File: src/rtl/esc_wdg_pkg.sv
package esc_wdg_pkg;

  typedef enum logic [1:0] {
    MODE_OFF  = 2'd0,
    MODE_CORE = 2'd1,
    MODE_MGMT = 2'd2,
    MODE_FULL = 2'd3
  } wdg_mode_e;

  localparam logic [2:0] ADR_CTRL  = 3'd0;
  localparam logic [2:0] ADR_PEND  = 3'd1;
  localparam logic [2:0] ADR_ENSET = 3'd2;
  localparam logic [2:0] ADR_ENCLR = 3'd3;
  localparam logic [2:0] ADR_POKE  = 3'd4;

  localparam int MGMT_EN_BIT = 2;
  localparam int LEN_LSB     = 4;

endpackage

File: src/rtl/esc_wdg_prescaler.sv
module esc_wdg_prescaler #(
  parameter int PRESCALE = 1024
) (
  input  logic clk,
  input  logic rst,
  input  logic clr,
  input  logic run,
  output logic tick
);
  localparam int PS_W = (PRESCALE > 1) ? $clog2(PRESCALE) : 1;
  localparam logic [PS_W-1:0] LAST = PS_W'(PRESCALE - 1);

  logic [PS_W-1:0] div_q;

  always_ff @(posedge clk) begin
    if (rst || clr || !run) div_q <= '0;
    else if (div_q == LAST) div_q <= '0;
    else                    div_q <= div_q + PS_W'(1);
  end

  assign tick = run && !clr && (div_q == LAST);
endmodule

File: src/rtl/esc_wdg_counter.sv
module esc_wdg_counter #(
  parameter int LEN_W    = 16,
  parameter int LOW_BITS = 8
) (
  input  logic                      clk,
  input  logic                      rst,
  input  logic                      load,
  input  logic [LEN_W-1:0]          load_len,
  input  logic                      tick,
  output logic [LEN_W+LOW_BITS-1:0] cnt_q,
  output logic                      zero
);
  localparam int CNT_W = LEN_W + LOW_BITS;

  always_ff @(posedge clk) begin
    if (rst)                     cnt_q <= '0;
    else if (load)               cnt_q <= {load_len, {LOW_BITS{1'b0}}};
    else if (tick && cnt_q != 0) cnt_q <= cnt_q - CNT_W'(1);
  end

  assign zero = (cnt_q == '0);
endmodule

File: src/rtl/esc_wdg_escalate.sv
module esc_wdg_escalate
  import esc_wdg_pkg::*;
(
  input  logic       clk,
  input  logic       rst,
  input  logic       stop,
  input  logic       restart,
  input  logic       expire,
  input  logic [1:0] mode,
  input  logic       mgmt_en,
  output logic       core_set,
  output logic       reload_ok,
  output logic       mgmt_pulse,
  output logic       rst_pulse,
  output logic       done_q
);
  logic [1:0] stage_q, stage_d;
  logic       mgmt_fire, rst_fire, finish;

  always_comb begin
    stage_d   = stage_q;
    core_set  = 1'b0;
    mgmt_fire = 1'b0;
    rst_fire  = 1'b0;
    finish    = 1'b0;
    if (expire) begin
      case (wdg_mode_e'(mode))
        MODE_CORE: begin
          core_set = 1'b1;
          stage_d  = 2'd0;
        end
        MODE_MGMT: begin
          if (stage_q == 2'd0) begin
            core_set = 1'b1;
            stage_d  = 2'd1;
          end else begin
            mgmt_fire = mgmt_en;
            finish    = 1'b1;
            stage_d   = 2'd2;
          end
        end
        MODE_FULL: begin
          if (stage_q == 2'd0) begin
            core_set = 1'b1;
            stage_d  = 2'd1;
          end else if (stage_q == 2'd1) begin
            mgmt_fire = mgmt_en;
            stage_d   = 2'd2;
          end else begin
            rst_fire = 1'b1;
            finish   = 1'b1;
          end
        end
        default: ;
      endcase
    end
  end

  assign reload_ok = expire && !finish;

  always_ff @(posedge clk) begin
    if (rst || stop) begin
      stage_q    <= 2'd0;
      done_q     <= 1'b0;
      mgmt_pulse <= 1'b0;
      rst_pulse  <= 1'b0;
    end else begin
      stage_q    <= restart ? 2'd0 : stage_d;
      done_q     <= done_q || finish;
      mgmt_pulse <= mgmt_fire;
      rst_pulse  <= rst_fire;
    end
  end
endmodule

File: src/rtl/esc_wdg_regs.sv
module esc_wdg_regs
  import esc_wdg_pkg::*;
#(
  parameter int LEN_W    = 16,
  parameter int LOW_BITS = 8,
  parameter int IDX      = 63
) (
  input  logic                      clk,
  input  logic                      rst,
  input  logic                      reg_we,
  input  logic                      reg_rd,
  input  logic [2:0]                reg_addr,
  input  logic [63:0]               reg_wdata,
  input  logic                      core_set,
  input  logic [LEN_W+LOW_BITS-1:0] cnt,
  output logic [1:0]                mode_q,
  output logic                      mgmt_en_q,
  output logic [LEN_W-1:0]          len_q,
  output logic                      pend_q,
  output logic                      en_q,
  output logic                      stop,
  output logic                      start,
  output logic                      poke_hit,
  output logic [63:0]               rdata_q
);
  localparam int CNT_W   = LEN_W + LOW_BITS;
  localparam int CNT_LSB = LEN_LSB + LEN_W;

  logic        ctl_wr, pend_clr, en_set, en_clr;
  logic [63:0] rd_mux;

  assign ctl_wr   = reg_we && (reg_addr == ADR_CTRL);
  assign stop     = ctl_wr && (reg_wdata[1:0] == 2'd0);
  assign start    = ctl_wr && (reg_wdata[1:0] != 2'd0) && (mode_q == 2'd0);
  assign poke_hit = reg_we && (reg_addr == ADR_POKE)  && reg_wdata[IDX];
  assign pend_clr = reg_we && (reg_addr == ADR_PEND)  && reg_wdata[IDX];
  assign en_set   = reg_we && (reg_addr == ADR_ENSET) && reg_wdata[IDX];
  assign en_clr   = reg_we && (reg_addr == ADR_ENCLR) && reg_wdata[IDX];

  always_ff @(posedge clk) begin
    if (rst) begin
      mode_q    <= 2'd0;
      mgmt_en_q <= 1'b0;
      len_q     <= '0;
    end else if (ctl_wr) begin
      mode_q    <= reg_wdata[1:0];
      mgmt_en_q <= reg_wdata[MGMT_EN_BIT];
      len_q     <= reg_wdata[LEN_LSB +: LEN_W];
    end
  end

  always_ff @(posedge clk) begin
    if (rst) begin
      pend_q <= 1'b0;
      en_q   <= 1'b0;
    end else begin
      pend_q <= core_set || (pend_q && !pend_clr);
      if (en_set)      en_q <= 1'b1;
      else if (en_clr) en_q <= 1'b0;
    end
  end

  always_comb begin
    rd_mux = '0;
    case (reg_addr)
      ADR_CTRL: begin
        rd_mux[1:0]                = mode_q;
        rd_mux[MGMT_EN_BIT]        = mgmt_en_q;
        rd_mux[LEN_LSB +: LEN_W]   = len_q;
        rd_mux[CNT_LSB +: CNT_W]   = cnt;
      end
      ADR_PEND:             rd_mux[IDX] = pend_q;
      ADR_ENSET, ADR_ENCLR: rd_mux[IDX] = en_q;
      default: ;
    endcase
  end

  always_ff @(posedge clk) begin
    if (rst)         rdata_q <= '0;
    else if (reg_rd) rdata_q <= rd_mux;
  end
endmodule

File: src/rtl/esc_watchdog.sv
module esc_watchdog #(
  parameter int PRESCALE = 1024,
  parameter int LEN_W    = 16,
  parameter int LOW_BITS = 8,
  parameter int IDX      = 63
) (
  input  logic        clk,
  input  logic        rst,
  input  logic        reg_we,
  input  logic        reg_rd,
  input  logic [2:0]  reg_addr,
  input  logic [63:0] reg_wdata,
  output logic [63:0] reg_rdata,
  output logic        irq_core,
  output logic        irq_mgmt,
  output logic        rst_req
);
  localparam int CNT_W = LEN_W + LOW_BITS;

  logic [1:0]       mode_q;
  logic             mgmt_en_q, pend_q, en_q;
  logic [LEN_W-1:0] len_q, load_len;
  logic [CNT_W-1:0] cnt_q;
  logic             stop, start, poke_hit, poke_ok, restart;
  logic             run, tick, cnt_zero, expire, load;
  logic             core_set, reload_ok, done_q;

  esc_wdg_regs #(.LEN_W(LEN_W), .LOW_BITS(LOW_BITS), .IDX(IDX)) regs_i (
    .clk(clk), .rst(rst), .reg_we(reg_we), .reg_rd(reg_rd),
    .reg_addr(reg_addr), .reg_wdata(reg_wdata), .core_set(core_set),
    .cnt(cnt_q), .mode_q(mode_q), .mgmt_en_q(mgmt_en_q), .len_q(len_q),
    .pend_q(pend_q), .en_q(en_q), .stop(stop), .start(start),
    .poke_hit(poke_hit), .rdata_q(reg_rdata)
  );

  assign run     = (mode_q != 2'd0) && !done_q;
  assign poke_ok = poke_hit && !done_q;
  assign restart = start || poke_ok;

  esc_wdg_prescaler #(.PRESCALE(PRESCALE)) presc_i (
    .clk(clk), .rst(rst), .clr(stop || restart), .run(run), .tick(tick)
  );

  assign expire   = tick && cnt_zero;
  assign load     = restart || reload_ok;
  assign load_len = start ? reg_wdata[esc_wdg_pkg::LEN_LSB +: LEN_W] : len_q;

  esc_wdg_counter #(.LEN_W(LEN_W), .LOW_BITS(LOW_BITS)) cnt_i (
    .clk(clk), .rst(rst), .load(load), .load_len(load_len),
    .tick(tick), .cnt_q(cnt_q), .zero(cnt_zero)
  );

  esc_wdg_escalate esc_i (
    .clk(clk), .rst(rst), .stop(stop), .restart(restart), .expire(expire),
    .mode(mode_q), .mgmt_en(mgmt_en_q), .core_set(core_set),
    .reload_ok(reload_ok), .mgmt_pulse(irq_mgmt), .rst_pulse(rst_req),
    .done_q(done_q)
  );

  assign irq_core = pend_q && en_q;
endmodule

File: config.mk
export PLATFORM = sky130hd
export DESIGN_NAME = esc_watchdog
export DESIGN_NICKNAME = d
export VERILOG_FILES = /design/src/rtl/esc_wdg_pkg.sv /design/src/rtl/esc_wdg_prescaler.sv /design/src/rtl/esc_wdg_counter.sv /design/src/rtl/esc_wdg_escalate.sv /design/src/rtl/esc_wdg_regs.sv /design/src/rtl/esc_watchdog.sv
export SDC_FILE = /design/constraint.sdc
export NUM_CORES = 1
export LEC_CHECK = 0
export BUFFER_PORTS_ARGS = -buffer_cell sky130_fd_sc_hd__buf_2
export CAP_MARGIN = 20
export CORE_MARGIN = 1
export CORE_UTILIZATION = 25
export DETAILED_ROUTE_END_ITERATION = 12
export HOLD_SLACK_MARGIN = 0.12
export PLACE_DENSITY = 0.53
export SYNTH_ARGS = -nofsm -noshare
export SYNTH_HDL_FRONTEND = slang
export SYNTH_SLANG_ARGS = --single-unit
export TNS_END_PERCENT = 30
File: constraint.sdc
create_clock -name clk -period 2.4 [get_ports clk]
set_clock_uncertainty 0.1 [all_clocks]
set_input_delay 0.24 -clock clk [delete_from_list [all_inputs] [get_ports clk]]
set_output_delay 0.24 -clock clk [all_outputs]
set_load 0.05 [all_outputs]
# After elaboration in Yosys (flattened, before gate mapping)
# Index checks and enable logic that the tools add are counted.
[totals]
out_inout_bits = 67
reg_bits = 104
input_bits = 71
[classes]
bitwise = 2
n_reduce_logical = 53
addsub = 2
muxes = 24
n_eq_ne = 10
[op_table]
columns = ["operator", "count"]
rows = [
  ["two-way mux 24 bit", 2],
  ["two-way mux 40 bit", 1],
  ["zero test 24 bit", 1],
  ["nonzero test 24 bit", 1],
  ["subtractor 24 x 1 -> 24 bit (second input constant)", 1],
  ["logical AND 1 bit", 21],
  ["two-way mux 16 bit", 1],
  ["OR reduction 2 bit", 6],
  ["two-way mux 1 bit", 11],
  ["adder 10 x 1 -> 10 bit (second input constant)", 1],
  ["equality test 10 bit (second input constant)", 1],
  ["logical OR 1 bit", 8],
  ["case mux 1 bit (2 select lines)", 4],
  ["nonzero test 2 bit", 4],
  ["equality test 3 x 2 -> 1 bit (second input constant)", 2],
  ["zero test 2 bit", 3],
  ["two-way mux 2 bit", 3],
  ["case mux 2 bit (3 select lines)", 1],
  ["zero test 1 bit", 5],
  ["equality test 2 x 1 -> 1 bit (second input constant)", 2],
  ["equality test 2 bit (second input constant)", 2],
  ["equality test 3 x 1 -> 1 bit (second input constant)", 1],
  ["equality test 3 bit (second input constant)", 1],
  ["zero test 3 bit", 1],
  ["6 further kinds", 7],
]

# Depth between registers and ports, before layout
# Gate-level depths: netlist (run 1).
[logic_depth]
depth_word = 15
depth_mapped = 10
ltp_nobuf = 8

# Hierarchy
# From an unflattened synthesis (run 1), not the netlist that was laid out.
[unflattened]
cells_unflattened = 506
hier_area_um2 = 4874.7
[modules_own_cells]
columns = ["module", "n_inst", "area_each_um2", "cells_per_inst"]
rows = [
  ["esc_wdg_regs", 1, 2351.0, 225],
  ["esc_wdg_counter", 1, 1520.2, 174],
  ["esc_wdg_prescaler", 1, 454.2, 53],
  ["esc_watchdog", 1, 290.3, 26],
  ["esc_wdg_escalate", 1, 259.0, 28],
]

# Least setup slack after synthesis (run 1)
# No wires, ideal clock.
[synth_timing]
kind = "register to register"
from = "reg cnt_i.cnt_q[0]"
to = "reg cnt_i.cnt_q[9]"
arrival_ps = 2140
path_slack_ps = 80
path_stages_with_launch = 10
period_less_slack_ps = 2320
t_required_ps = 2219
cell_sequence = "dfxtp_1 > inv_1 > ha_1 > nor4b_2 > and4_1 > buf_2 > a211oi_2 > nand2_2 > or4_1 > a41oi_1"
[synth_via]
elab_chain_cells = 7
elab_cells_between_ends = 12
cone_classes = "add/sub (1); mux (3); reduce/logical (8)"
[synth_rtl]
columns = ["item", "line_no", "source"]
rows = [
  ["start: declaration", "esc_wdg_counter.sv:10", "output logic [LEN_W+LOW_BITS-1:0] cnt_q,"],
  ["start signal: assignment", "esc_wdg_counter.sv:17", "else if (load) cnt_q <= {load_len, {LOW_BITS{1'b0}}};"],
  ["start signal: assignment", "esc_wdg_counter.sv:18", "else if (tick && cnt_q != 0) cnt_q <= cnt_q - CNT_W'(1);"],
  ["branches (longest 7 deep; another with subtractor 24 x 1 -> 24 bit)", "-", ""],
]
# Several ways; the timed one is not identified. The select of a mux whose other input is x is not followed.
# A chain may end at the register's enable or synchronous reset.

# Final worst setup path (run 1)
[layout_timing]
from = "in reg_wdata[1]"
to = "reg cnt_i.cnt_q[20]"
[layout_via]
elab_chain_cells = 14
elab_cells_between_ends = 19
cone_classes = "mux (3); reduce/logical (16)"
[layout_rtl]
columns = ["item", "line_no", "source"]
rows = [
  ["start: declaration", "esc_watchdog.sv:12", "input logic [63:0] reg_wdata,"],
  ["nonzero test 2 bit", "esc_wdg_regs.sv:34", "assign start = ctl_wr && (reg_wdata[1:0] != 2'd0) && (mode_q == 2'd0);"],
  ["logical AND 1 bit (2 in series)", "esc_wdg_regs.sv:34", ""],
  ["logical OR 1 bit", "esc_watchdog.sv:38", "assign restart = start || poke_ok;"],
  ["logical OR 1 bit", "esc_watchdog.sv:41", ".clk(clk), .rst(rst), .clr(stop || restart), .run(run), .tick(tick)"],
  ["zero test 1 bit", "esc_wdg_prescaler.sv:21", "assign tick = run && !clr && (div_q == LAST);"],
  ["logical AND 1 bit (2 in series)", "esc_wdg_prescaler.sv:21", ""],
  ["logical AND 1 bit", "esc_watchdog.sv:44", "assign expire = tick && cnt_zero;"],
  ["two-way mux 1 bit", "esc_wdg_escalate.sv:26", "if (expire) begin"],
  ["zero test 1 bit", "esc_wdg_escalate.sv:59", "assign reload_ok = expire && !finish;"],
  ["logical AND 1 bit", "esc_wdg_escalate.sv:59", ""],
  ["logical OR 1 bit", "esc_watchdog.sv:45", "assign load = restart || reload_ok;"],
  ["two-way mux 24 bit / nonzero test 2 bit (equally long branches)", "-", ""],
]
# Parallel ways exist; a longest one is shown, timed or not.

==> impl_results.md, run 1 <==
- Core outline area: 19600 sq um
- Status: completed
- EDFF count, synth: 0
- Seq cells post-synth: 104
- Initial antenna violation count: 0
- Top_reg_cell synth: dfxtp_1
- Footprint of the multi-input gates: 2750 sq um
- Critical path type: input port to flop
- R2r setup slk: 0.13 ns
- Final setup fails: 0
- Max Fclk: 441 MHz
- CP delay by family, top: buffers and inverters
- Die width: 144 microns
- TritonCTS Buffers: 9
- Util after Layout: 33.2%
- Port Buffers: 73
- Static Leak: 2.72 nW
- Clock Path Buffers: 2
- Seq pwr share: 48.0%
- Reg-to-reg critical path endpoint: cnt_i.cnt_q[9]$_SDFFE_PP0P_
- Clock latency on the worst-skew pair: 0.35 ns
- Setup Buffers After CTS: 0
- Pint: 2.67 mW
- Worst r2r path cells: 8
- First-pass GRT wire length: 24000 microns
- WP data arrival: 2.39 ns
- Dpl cells: 989
- Startpoint Class: input port
- Psw: 0.986 mW
- Area fraction of the dominant cell type after synthesis: 41.3%
- Drt pass-1 iters: 5
- Synth area leader: dfxtp_1
- Min-Delay Path Class: input port to flop
- Final ANT Viol Nets: 0
- YS warnings: 0
- Sequential fraction of the synthesis area: 41.3%
- Mapped Area: 5040 sq um
- Largest net degree at the start of global routing: 79
- Reg-to-reg startpoint: cnt_i.cnt_q[0]$_SDFFE_PP0P_
- Hold path cells: 3
- Power Density: 561 nW/um^2
- Max-cap viol count: 0
- Max Fanout on Critical Path: 16
- Setup crit start: reg_wdata[1]
- Antenna Cells: 0
- Filler Cell Count: 2093
- Final Max Slew Viols: 0
- H-tree depth: 3
- DR iter-0 viols: 452
- Gr ovfl total: 0
- WP data required: 2.52 ns
- CTS Root Buffer Type: clkbuf_16
- Synth-to-Final Area Change: 29.1%
- CTS tree: yes
- Max IR drop VDD: 0.370 mV
- CP max-delay cell: dlygate4sd3_1
- Min cycle time layout: 2.27 ns
- Die area: 20800 sq um
- Synth top area cells: dfxtp_1 41%, a21oi_1 8.7%, nor2_1 6.2%
- Hold endpoint: regs_i.pend_q$_SDFF_PP0_
- Total Power: 3.65 mW
- Yosys cell types: 61
- Residual DRC count: 0
- Vias in the first global route: 4450
- DR vias: 4673
- RD Place Congestion: 0.905
- IO Pins: 138
- Synth async-reset ratio: 0%
- Starting Density: 25.8%
- CTS Sinks: 104
- Largest stage delay, worst path: 0.53 ns
- Post-Layout Cell Count: 1025
- Reg area: 2080 sq um
- Die Y: 144 microns
- Post-DR vias/cell: 4.56
- Gate Count Post-Synth: 628
- Critical path buffer and inverter count: 4
- Share of cells above drive strength 1: 22.8%
- Sw frac: 27.0%
- CTS clk-pin slew, worst paths: 0.07 ns
- Comb pwr share: 11.7%
- Post-route worst setup slack: 0.134 ns
- Setup TNS Final: 0 ns
- Total Wirelength: 15000 microns
- Total track usage: 15.1%
- Crit-path cells: dlygate4sd3_1 > buf_2 > nor2_1 > buf_4 > nand3b_1 > buf_12 > mux2_2 > and2_1 > a31oi_1 > o22ai_1
- Post-DP HPWL: 10900 microns
- Final nets: 829
- Worst setup EP type: flop
- Drt wl/cell: 14.7 microns
- RSZ-0062 raised after global routing: no
- Pre-CTS setup slack: 0.122 ns
- Endpoints failing hold: 0
- Mean Syn Cell Area: 8.03 sq um
- Worst hold start: reg_addr[2]
- Clock Power Share: 40.3%
- Rows: 51
- Tcrit/Tclk final: 94.4%
[cells in the final DEF (no fill, tap or decap), types with 13 or more instances in the layout]
master / n
nor2_1: 83
xor2_1: 18
dlygate4sd3_1: 20
nor2b_1: 46
conb_1: 20
nand3_1: 15
buf_4: 56
dfxtp_1: 104
a21oi_1: 88
nand2_1: 82
buf_2: 73
nor3_1: 16
o21ai_0: 13
[worst min-delay path, delay by kind of cell]
kind / cells / cell delay, ns
AO/OA/AOI/OAI: 2 / 0.19
buffers and inverters: 1 / 0.17
[synthesized netlist by cell type, drive strengths merged, types with 5 or more instances]
library cell and instances:
nand3 17, nor2b 46, nor3 18, and4 6, mux2i 7, nand2 83, nor4 8, o21ai 15
xnor2 5, xor2 18, clkbuf 19, nand4 8, dfxtp 104, and3 5, nor2 84, a21oi 88
inv 5, buf 35, nor4b 5
[per-layer routing]
metal | vias up | track usage [%] | share of wire, %
met3 | 25 | 2.38 | 5.6
met5 | - | 0 | 0
met1 | 2128 | 21.0 | 49
met4 | 0 | 5.88 | 2.2
met2 | 137 | 23.3 | 43
li1 | 2383 | - | -
[area by class of cell]
class | count | share of cell area [%]
multi-input cells | 484 | 42.3
flip-flops and latches | 104 | 32.0
repair buffers | 151 | 15.8
well taps | 265 | 5.09
clock buffers | 11 | 3.88
clock inverters | 5 | 0.711
inverters | 5 | 0.288
[state kept, by name, indices dropped and copies added, names as in the netlist]
signal / count
regs_i.rdata_q: 44
cnt_i.cnt_q: 24
regs_i.len_q: 16
presc_i.div_q: 10
esc_i.stage_q: 2
regs_i.mode_q: 2
esc_i.done_q: 1
esc_i.mgmt_pulse: 1
esc_i.rst_pulse: 1
regs_i.en_q: 1
regs_i.mgmt_en_q: 1
regs_i.pend_q: 1
[how the worst max path moves through the flow]
| stage | endpoint | slack, ns | cells after the start |
|---|---|---|---|
| final | cnt_i.cnt_q[20]$_SDFFE_PP0P_ | 0.13 | 10 |
| after global routing | cnt_i.cnt_q[10]$_SDFFE_PP0P_ | 0.0007 | 8 |
| after CTS | cnt_i.cnt_q[9]$_SDFFE_PP0P_ | 0.08 | 8 |
| after detailed placement | cnt_i.cnt_q[9]$_SDFFE_PP0P_ | 0.12 | 8 |
| after global placement | cnt_i.cnt_q[9]$_SDFFE_PP0P_ | 0.1 | 8 |
| after floorplan | cnt_i.cnt_q[9]$_SDFFE_PP0P_ | 0.08 | 9 |
[per-stage QoR]
step / area, sq um / hold WS (ns)
after floorplan: 5120 / 0.276
after global placement: 5980 / 0.361
after detailed placement: 5980 / 0.363
after CTS: 6480 / 0.194
after global routing: 6510 / 0.231
final: 6510 / 0.202
[cells by family (layout without fill, tap and decap cells)]
kind of cell / count (synthesis) / in the layout / share of synthesized area (%)
mux: 9 / 9 / 1.84
simple gates: 298 / 298 / 30.9
flops: 104 / 104 / 41.3
xor+xnor: 23 / 23 / 3.99
fa+ha+maj: 3 / 3 / 0.744
buf+inv: 59 / 172 / 6.40
compound gates: 131 / 131 / 14.8
other cells: 1 / 20 / 0.0743
[what timing repair did]
action,in CTS,in global routing
hold buffers,20,0
endpoints found under the setup margin,0,8
hold endpoints to repair,22,0
resized for setup,0,5
[power by group through the flow]
stage               clock (mW)  combinational, mW  sequential (mW)
floorplan                    0              0.280             1.79
global placement             0              0.403             1.79
detailed placement           0              0.399             1.79
CTS                       1.52              0.426             1.75
global route              1.59              0.464             1.75
finish                    1.47              0.429             1.75
Power figures use the tool's default switching activity.
==> run 2: changes to the inputs <==
--- a/config.mk
+++ b/config.mk
@@ -12,6 +12,7 @@
 export DETAILED_ROUTE_END_ITERATION = 12
 export HOLD_SLACK_MARGIN = 0.12
 export PLACE_DENSITY = 0.53
+export RECOVER_POWER = 50
 export SYNTH_ARGS = -nofsm -noshare
 export SYNTH_HDL_FRONTEND = slang
 export SYNTH_SLANG_ARGS = --single-unit
==> run 2 against run 1 <==
Net effect:
- clock power about the same
- combinational power down 0.9%
- non-clock buffer count unchanged
- cell area down 1.0%
- sequential power barely moved
- via count is 0.47% higher
- global-route usage stayed put
- critical path depth fell by 2
- fmax about the same
- hold slack got worse by 0.0088 ns
- wire length shrank 0.22%
- critical path type is now flop to flop
==> impl_results.md, run 2 (same netlist as run 1, synthesis figures left out) <==
- Grt peak-use layer: met2 (unchanged)
- Worst setup EP type: flop (unchanged)
- Final ANT Viol Nets: 0 (unchanged)
- Endpoints failing hold: 0 (unchanged)
- Final setup fails: 0 (unchanged)
- R2r setup slk: 0.13 ns (about the same)
- Final instance area: 6440 sq um (was 6510 sq um)
- CTS clk-pin slew, worst paths: 0.08 ns (was 0.07 ns)
- Met2 usage: 23.3% (unchanged)
- H-tree depth: 3 (unchanged)
- RSZ-0062 raised after global routing: no (unchanged)
- Critical path type: flop to flop (was input port to flop)
- Residual DRC count: 0 (unchanged)
- Clock latency on the worst-skew pair: 0.35 ns (about the same)
- Setup TNS Final: 0 ns (unchanged)
- Max IR drop VDD: 0.370 mV (about the same)
- Startpoint Class: flop (was input port)
- Die Y: 144 microns (unchanged)
- Synth-to-Final Area Change: 27.7% (was 29.1%)
- Drt wl/cell: 14.6 microns (was 14.7 microns)
- Crit-path cells: inv_1 > ha_1 > nor4b_4 > and4_1 > a211oi_2 > nand2_2 > or4_1 > a41oi_2 (was dlygate4sd3_1 > buf_2 > nor2_1 > buf_4 > nand3b_1 > buf_12 > mux2_2 > and2_1 > a31oi_1 > o22ai_1)
- Drt pass-1 iters: 5 (unchanged)
- Clock Path Buffers: 2 (unchanged)
- Max Fanout on Critical Path: 4 (was 16)
- Min cycle time layout: 2.27 ns (about the same)
- Total Wirelength: 15000 microns (about the same)
- Post-DR vias/cell: 4.58 (was 4.56)
- Largest registers: regs_i.rdata_q: 44 flops, cnt_i.cnt_q: 24 flops, regs_i.len_q: 16 flops (unchanged)
- Final Max Slew Viols: 0 (unchanged)
- DR iter-0 viols: 400 (was 452)
- Gr ovfl total: 0 (unchanged)
- TritonCTS Buffers: 9 (unchanged)
- Final nets: 829 (unchanged)
- Max-cap viol count: 0 (unchanged)
- Share of cells above drive strength 1: 17.0% (was 22.8%)
- Met1 usage in global routing: 21.0% (unchanged)
- Largest Register: regs_i.rdata_q (unchanged)
- Port Buffers: 73 (unchanged)
- IO Pins: 138 (unchanged)
- First-pass GRT wire length: 24000 microns (unchanged)
- Max Fclk: 441 MHz (about the same)
- CTS Root Buffer Type: clkbuf_16 (unchanged)
- Dpl cells: 989 (unchanged)
- CTS tree: yes (unchanged)
- CP max-delay cell: or4_1 (was dlygate4sd3_1)
- Placed inst area: 5980 sq um (unchanged)
- Die width: 144 microns (unchanged)
- Largest register FFs: 44 (unchanged)
- Initial antenna violation count: 0 (unchanged)
- Static Leak: 2.54 nW (was 2.72 nW)
- Most frequent cells in the layout: 104 x dfxtp_1, 88 x a21oi_1, 83 x nor2_1, 82 x nand2_1, 54 x buf_4 (was 104 x dfxtp_1, 88 x a21oi_1, 83 x nor2_1, 82 x nand2_1, 73 x buf_2)
- Setup Buffers After CTS: 0 (unchanged)
- Largest stage delay, worst path: 0.50 ns (was 0.53 ns)
- Min-Delay Path Class: input port to flop (unchanged)
- Die area: 20800 sq um (unchanged)
- Tcrit/Tclk final: 94.5% (was 94.4%)
- Hold slack: 0.194 ns (was 0.202 ns)
- Starting Density: 25.8% (unchanged)
- Worst rel slew slack: 35.8%
- WP data required: 2.58 ns (was 2.52 ns)
- Core outline area: 19600 sq um (unchanged)
- Grt met3 use: 2.38% (unchanged)
- Rows: 51 (unchanged)
- Worst-margin pin slew: 0.962 ns
- Util after Layout: 32.9% (was 33.2%)
- Status: completed (unchanged)
- RD Place Congestion: 0.905 (unchanged)
- Total track usage: 15.1% (unchanged)
- Post-DP HPWL: 10900 microns (unchanged)
- Antenna Cells: 0 (unchanged)
- Post-Layout Cell Count: 1025 (unchanged)
- WP data arrival: 2.44 ns (was 2.39 ns)
- Largest net degree at the start of global routing: 79 (unchanged)
- CTS Sinks: 104 (unchanged)
- Power Density: 566 nW/um^2 (was 561 nW/um^2)
- Leading cell type in the layout, fill and taps excluded: dfxtp_1 (unchanged)
- DR vias: 4695 (was 4673)
- Vias in the first global route: 4450 (unchanged)
## run 2: layout make-up
| cell class | instances | area (sq um) |
|---|---|---|
| timing repair buffer | 151 | 968 |
| sequential | 104 | 2080 |
| tap | 265 | 332 |
| multi-input combinational | 484 | 2740 |
| fill | 2110 | 13100 |
| clock buffer | 11 | 253 |
| clock inverter | 5 | 46.3 |
| inverter | 5 | 18.8 |
## run 2: timing repair
item,in CTS,in global routing
hold endpoints to repair,22,0
gates resized for setup,0,5
setup endpoints to repair,0,8
hold buffers,20,0
## run 2: routing by layer
metal  share of wire, %  vias up  wire, microns
met5                  0        -              0
met4                2.1        0            318
met3                6.0       24            895
met2                 44      150           6550
met1                 48     2130           7250
li1                   -     2391              -
## run 2: per-stage QoR
| stage | power, mW | worst slack, ns |
|---|---|---|
| finish | 3.65 | 0.133 |
| global route | 3.80 | 0.000656 |
| CTS | 3.70 | 0.0801 |
| detailed placement | 2.19 | 0.122 |
| global placement | 2.20 | 0.0992 |
| floorplan | 2.07 | 0.0797 |
## run 2: worst max-delay path: cells and delay by family (launching register included)
kind / cells / cell delay [ns]
buf+inv: 1 / 0.07
compound gates: 2 / 0.50
flops: 1 / 0.34
fa+ha+maj: 1 / 0.20
simple gates: 4 / 0.98
## run 2: path summary, 6_finish.rpt
path	start	end	depth (start not counted)
hold / removal	reg_addr[2]	regs_i.pend_q$_SDFF_PP0_	3
setup reg to reg	cnt_i.cnt_q[0]$_SDFFE_PP0P_	cnt_i.cnt_q[9]$_SDFFE_PP0P_	8
setup / recovery	cnt_i.cnt_q[0]$_SDFFE_PP0P_	cnt_i.cnt_q[9]$_SDFFE_PP0P_	8
hold reg to reg	regs_i.len_q[0]$_SDFFE_PP0N_	regs_i.len_q[0]$_SDFFE_PP0N_	2
## run 2: where the power goes
group | total, mW | leakage, nW | internal [mW] | switching, mW
Clock | 1.47 | 0.149 | 0.780 | 0.688
Sequential | 1.75 | 0.839 | 1.74 | 0.0138
Combinational | 0.425 | 1.55 | 0.146 | 0.279
Total | 3.65 | 2.54 | 2.66 | 0.981
